==> src/rtl/alt_gate_pkg.sv <==
package alt_gate_pkg;

    // Gray cycle: each forward step flips one bit
    typedef enum logic [1:0] {
        GS_PASS_WAIT = 2'b00,
        GS_PASS_ACT  = 2'b01,
        GS_BLK_WAIT  = 2'b11,
        GS_BLK_ACT   = 2'b10
    } gate_state_e;

    localparam int SYNC_STAGES_DEF = 2;

    // next state in the cycle
    function automatic gate_state_e gs_succ(input gate_state_e s);
        gate_state_e n;
        case (s)
            GS_PASS_WAIT: n = GS_PASS_ACT;
            GS_PASS_ACT:  n = GS_BLK_WAIT;
            GS_BLK_WAIT:  n = GS_BLK_ACT;
            default:      n = GS_PASS_WAIT;
        endcase
        return n;
    endfunction

    // input level that keeps a state stable
    function automatic logic gs_hold_level(input gate_state_e s);
        logic h;
        case (s)
            GS_PASS_ACT, GS_BLK_ACT: h = 1'b1;
            default:                 h = 1'b0;
        endcase
        return h;
    endfunction

    // Moore output of a state
    function automatic logic gs_drives(input gate_state_e s);
        return (s == GS_PASS_ACT);
    endfunction

endpackage

==> src/rtl/alt_level_sync.sv <==
module alt_level_sync #(
    parameter int STAGES = alt_gate_pkg::SYNC_STAGES_DEF
) (
    input  logic clk_i,
    input  logic d_i,
    output logic q_o
);
    localparam int LAST = STAGES - 1;

    logic [LAST:0] chain_q;

    // no reset: the chain must track the line during reset
    generate
        if (STAGES == 1) begin : g_single
            always_ff @(posedge clk_i) chain_q <= d_i;
        end else begin : g_multi
            always_ff @(posedge clk_i) chain_q <= {chain_q[LAST-1:0], d_i};
        end
    endgenerate

    assign q_o = chain_q[LAST];
endmodule

==> src/rtl/alt_gate_fsm.sv <==
module alt_gate_fsm
    import alt_gate_pkg::*;
(
    input  logic        clk_i,
    input  logic        rst_i,
    input  logic        lvl_i,
    output gate_state_e state_o
);
    gate_state_e state_q, state_d;
    logic        armed_q;

    always_comb begin
        state_d = state_q;
        if (lvl_i != gs_hold_level(state_q)) begin
            if (state_q == GS_PASS_WAIT && !armed_q)
                state_d = GS_BLK_ACT;   // pulse already running at release
            else
                state_d = gs_succ(state_q);
        end
    end

    always_ff @(posedge clk_i) begin
        if (rst_i) begin
            state_q <= GS_PASS_WAIT;
            armed_q <= 1'b0;
        end else begin
            state_q <= state_d;
            armed_q <= 1'b1;
        end
    end

    assign state_o = state_q;


    one_bit_step_chk: assert property (@(posedge clk_i) disable iff (rst_i)
        !$past(rst_i) |-> ($countones(state_q ^ $past(state_q)) <= 1));


    cyclic_order_chk: assert property (@(posedge clk_i) disable iff (rst_i)
        (!$past(rst_i) && $past(armed_q) && (state_q != $past(state_q)))
            |-> (state_q == gs_succ($past(state_q))));


    hold_level_chk: assert property (@(posedge clk_i) disable iff (rst_i)
        (armed_q && !$past(rst_i) && $stable(lvl_i)) |=> $stable(state_q));
endmodule

==> src/rtl/alt_gate_decode.sv <==
module alt_gate_decode
    import alt_gate_pkg::*;
(
    input  gate_state_e state_i,
    output logic        pulse_o
);
    assign pulse_o = gs_drives(state_i);
endmodule

==> src/rtl/alt_pulse_gate.sv <==
module alt_pulse_gate #(
    parameter int SYNC_STAGES = alt_gate_pkg::SYNC_STAGES_DEF
) (
    input  logic clk,
    input  logic rst,
    input  logic pulse_in,
    output logic gate_out
);
    import alt_gate_pkg::*;

    logic        lvl;
    gate_state_e state;

    alt_level_sync #(.STAGES(SYNC_STAGES)) u_sync (
        .clk_i (clk),
        .d_i   (pulse_in),
        .q_o   (lvl)
    );

    alt_gate_fsm u_fsm (
        .clk_i   (clk),
        .rst_i   (rst),
        .lvl_i   (lvl),
        .state_o (state)
    );

    alt_gate_decode u_dec (
        .state_i (state),
        .pulse_o (gate_out)
    );


    out_follows_level_chk: assert property (@(posedge clk) disable iff (rst)
        (!$past(rst) && gate_out) |-> $past(lvl));
endmodule

==> config.mk <==
export PLATFORM = sky130hd
export DESIGN_NAME = alt_pulse_gate
export DESIGN_NICKNAME = d
export VERILOG_FILES = /design/src/rtl/alt_gate_pkg.sv /design/src/rtl/alt_level_sync.sv /design/src/rtl/alt_gate_fsm.sv /design/src/rtl/alt_gate_decode.sv /design/src/rtl/alt_pulse_gate.sv
export SDC_FILE = /design/constraint.sdc
export NUM_CORES = 1
export LEC_CHECK = 0
export BUFFER_PORTS_ARGS = -buffer_cell sky130_fd_sc_hd__buf_2
export CAP_MARGIN = 20
export CORE_AREA = 4 4 41 43
export DETAILED_ROUTE_END_ITERATION = 10
export DIE_AREA = 0 0 45 47
export GPL_TIMING_DRIVEN = 1
export PLACE_DENSITY_LB_ADDON = 0.1
export SLEW_MARGIN = 25
export SYNTH_ARGS = -nofsm -noshare
export SYNTH_HDL_FRONTEND = slang
export SYNTH_SLANG_ARGS = --single-unit
==> constraint.sdc <==
create_clock -name clk -period 2.2 [get_ports clk]
set_input_delay 0 -clock clk [delete_from_list [all_inputs] [get_ports clk]]
set_output_delay 0 -clock clk [all_outputs]
set_load 0.01 [all_outputs]
== After elaboration in Yosys (flattened, before gate mapping) ==
Cells that the tools add are included.

* Word-level logic and storage cells: 15
* Register bits: 5
* Output and inout bits: 1
* Input port bits: 3

* Eq/ne operators: 4
* Reduce and logical (&&, ||, !) cells: 4
* Multiplexer cells: 4

{| class="wikitable"
|+ Operators by type and width
! operator !! number
|-
| one-hot mux 2 bit (3 select lines) || 1
|-
| equality test 2 bit, second input constant || 2
|-
| equality test 2 x 1 -> 1 bit, second input constant || 1
|-
| logical NOT 2 bit || 1
|-
| two-way mux 1 bit || 2
|-
| two-way mux 2 bit || 1
|-
| OR reduction 2 bit || 1
|-
| logical AND 1 bit || 1
|-
| logical NOT 1 bit || 1
|-
| inequality test 1 bit || 1
|}

== Longest topological paths before layout ==
* Depth after elaboration: 4
* Mapped depth: 5
* Mapped depth without buffers: 5

== Hierarchy ==
Synthesis repeated with hierarchy kept, for this count alone.

* Cells, all modules: 21
* Area total of the unflattened synthesis: 231.5 µm²

{| class="wikitable"
|+ Modules (own cells, without submodules)
! module !! area an instance (µm²) !! instances !! seq. area each (µm²) !! cells each
|-
| alt_gate_fsm || 177.7 || 1 || 60.1 || 18
|-
| alt_level_sync || 40.0 || 1 || 40.0 || 2
|-
| alt_gate_decode || 13.8 || 1 || 0.0 || 1
|}

== Worst setup path before layout ==
No wires, ideal clock.

* Path kind: flip-flop to flip-flop
* Start point: register u_fsm.state_q[0], in the netlist u_fsm.state_o[0]
* End point: register u_fsm.state_q[0], in the netlist u_fsm.state_o[0]
* Buffers on the path: 0
* Data arrival time: 1.099 ns
* Clock period less this slack: 1.223 ns
* Library setup time: 0.124 ns
* Cell stages (with the launch flop): 6
* Required time: 2.076 ns
* Path slack: 0.977 ns
* Cell sequence: dfxtp_1 > inv_1 > ha_1 > xor2_2 > o21ai_0 > a21oi_1

* Cells in the longest elaborated chain, start to end: 4
* Elaborated cells between the ends (all ways): 10
* Classes of those cells: 4 x eq/ne; 3 x mux; 3 x reduce/logical

{| class="wikitable"
|+ Ends and longest elaborated chain
! element !! RTL line !! RTL
|-
| from (decl) || alt_gate_fsm.sv:9 || <nowiki>gate_state_e state_q, state_d;</nowiki>
|-
| from (signal assigned) || alt_gate_fsm.sv:27 || <nowiki>state_q <= state_d;</nowiki>
|-
| equality test 2 x 1 -> 1 bit / equality test 2 bit (equally long branches) || alt_gate_pkg.sv:16, alt_gate_pkg.sv:28 ||
|-
| OR reduction 2 bit || alt_gate_pkg.sv:28 || <nowiki>case (s)</nowiki>
|-
| two-way mux 1 bit || alt_gate_pkg.sv:28 ||
|-
| inequality test 1 bit || alt_gate_fsm.sv:14 || <nowiki>if (lvl_i != gs_hold_level(state_q)) begin</nowiki>
|}

Several ways; a longest one is shown, not always the timed one.
A chain may end at the register's enable or synchronous reset.

== Worst setup path in the final report ==
* Start point: register u_fsm.state_q[0], in the netlist u_fsm.state_o[0]
* End point: register u_fsm.state_q[1], in the netlist u_fsm.state_o[1]

Same word-level chain as after synthesis.

==> results.ini <==
[critical_path]
slowest_stage = dfxtp_1
critPathMaxStageDelay_ps = 370
cp-end-kind = flip-flop
path_class = flip-flop to flip-flop
path_max_fanout = 4
startpoint_type = flip-flop
worstPathBufferInverterCount = 1
cp_cell_sequence = inv_1 > ha_1 > xor2_2 > o21ai_1 > a31oi_1
arrival_ps = 1470
worstPathRequired_ps = 2360
cpLargestDelayFamily = flip-flops

[timing]
fin_crit_ps = 1310
fmax_mhz = 762
tightest_slew_ps = 183
hold_viol_final = 0
rsz0062_at_grt = no
relSlewSlack_pct = 87.8
min_period_over_period_pct = 59.7
setup_viol_count_final = 0
skew_ps = 9.38
finalMaxSlewViolations = 0
fin_tns_setup_ps = 0

[finish]
fin_util_pct = 22.9
drive_gt1_share_pct = 24.1
n_fill_cell = 151
n_antenna_cell = 0
syn_to_final_growth_pct = 36.8
stdcell_area_um2 = 298
final_cells = 44
fin_nets = 37

[drt]
wl_um = 355
avgRoutedWirePerCell_um = 8.07
route.detailed.drc = 0
drt_iter0_drc = 1
ant_nets = 0
vias = 162
viasPerCell = 3.68
firstDrtPassIters = 2

[synth]
synth_area_leaders = dfxtp_1 (46%), ha_1 (23%), xor2_2 (7.5%)
ys_warn_count = 0
syn-cell-area_um2 = 218
syn_inst = 20
synthDistinctLibCells = 10
synth_top_area_share_pct = 46.0
syn_nets = 27
ys_ff_latch = 5
avgSynthCellArea_um2 = 10.9
ys_seq_area_share_pct = 46.0
synth_area_leader_cell = dfxtp_1

[place]
place_hpwl_um = 269
placed_area_um2 = 251
portBuffers = 3
place_inst = 38
place_congestion = 0.596

[global_route]
grt_pass1_vias = 155
grt_pass1_wl_um = 634
grt-ovfl-total = 0
grt_start_max_net_pins = 5
track_usage_pct = 4.75
antenna_found_initial = 0

[power_and_ir_drop]
power_leakage_nw = 0.138
max-vdd-ir-drop_uv = 364
powerDensity_nw_per_um2 = 1180

[floorplan]
core_um2 = 1300
die-width_um = 45
dieHeight_um = 47
initial_utilization_pct = 16.7
io_pins = 4
fp-row-count = 13
die_area_um2 = 2120

[hold_path]
hold_path.class = flip-flop to flip-flop

[clock_network]
cts_made_buffers = 3
clockRootBuffer = clkbuf_4
cts_repair_resize_count = 0
cts_sinks = 5
htreeDepth = 1
insertion_delay_ps = 250
path_clk_slew_ps = 50
clk_path_buf_depth = 2
cts_tree = yes

[job]
timing.max_cap.violations = 0

[status]
outcome = finished clean

==> cells in the final DEF (no fill, tap or decap), types with 2 or more instances in the layout <==
cell           netlist  layout
dlygate4sd3_1        0       2
buf_2                0       3
o21ai_0              2       2
inv_1                3       3
ha_1                 4       4
clkbuf_4             0       3
dfxtp_1              5       5
==> area by class of cell <==
type                    instances  area (µm²)  share of cell area, %
clock buffers                   4        26.3                   8.82
flip-flops and latches          5         100                   33.6
multi-input cells              12         106                   35.7
inverters                       3        11.3                   3.78
well taps                      15        18.8                   6.30
repair buffers                  5        35.0                   11.8
==> synthesized netlist by cell type <==
cell type / n
nand2b_1: 1
a21oi_1: 1
xor2_2: 1
a31oi_1: 1
inv_1: 3
ha_1: 4
dfxtp_1: 5
o21ai_0: 2
o21bai_1: 1
o21ai_1: 1
==> per-stage QoR <==
stage / power, W / hold WS (ps) / setup slack (ps)
after global placement: 0.000247 / 103 / 871
after CTS: 0.000362 / 323 / 864
after detailed placement: 0.000244 / 104 / 886
after floorplan: 0.000217 / 27.7 / 977
final: 0.000351 / 321 / 887
after global routing: 0.000380 / 328 / 756
==> power breakdown <==
part	internal [W]	leakage (nW)	switching (W)
clock network	0.0000687	0.0150	0.0000397
logic	0.0000547	0.0806	0.0000637
registers	0.000108	0.0419	0.0000154
==> flip-flops by register name, summed over array words and instances (netlist names) <==
register / flops
u_sync.chain_q: 2
u_fsm.armed_q: 1
u_fsm.state_o: 2
==> final timing paths <==
path,start,slack (ps),cells past startpoint,to
setup reg to reg,u_fsm.state_o[0],890,5,u_fsm.state_o[1]
hold / removal,u_sync.chain_q[0],320,0,u_sync.chain_q[1]
hold reg to reg,u_sync.chain_q[0],320,0,u_sync.chain_q[1]
setup / recovery,u_fsm.state_o[0],890,5,u_fsm.state_o[1]
==> cells by family (layout without fill, tap and decap cells) <==
group	after synthesis	after routing	share of synthesized area, %
buf+inv	3	12	5.17
compound gates	6	6	15.5
simple gates	1	1	2.88
flops	5	5	46.0
xor+xnor	1	1	7.47
fa+ha+maj	4	4	23.0
==> what timing repair did <==
item | CTS | global route
setup buffers | 0 | 0
hold buffers | 2 | 0
endpoints found under the setup margin | 0 | 0
hold endpoints to repair | 2 | 0
==> routing by layer <==
layer / vias to the layer above / part of all wire [%] / global-route usage [%]
met4: 0 / 0 / 1.75
met2: 5 / 43 / 5.93
met1: 74 / 47 / 4.81
met3: 0 / 9.6 / 5.75
li1: 83 / - / -
met5: - / 0 / 0
(Power assumes the default switching activity.)
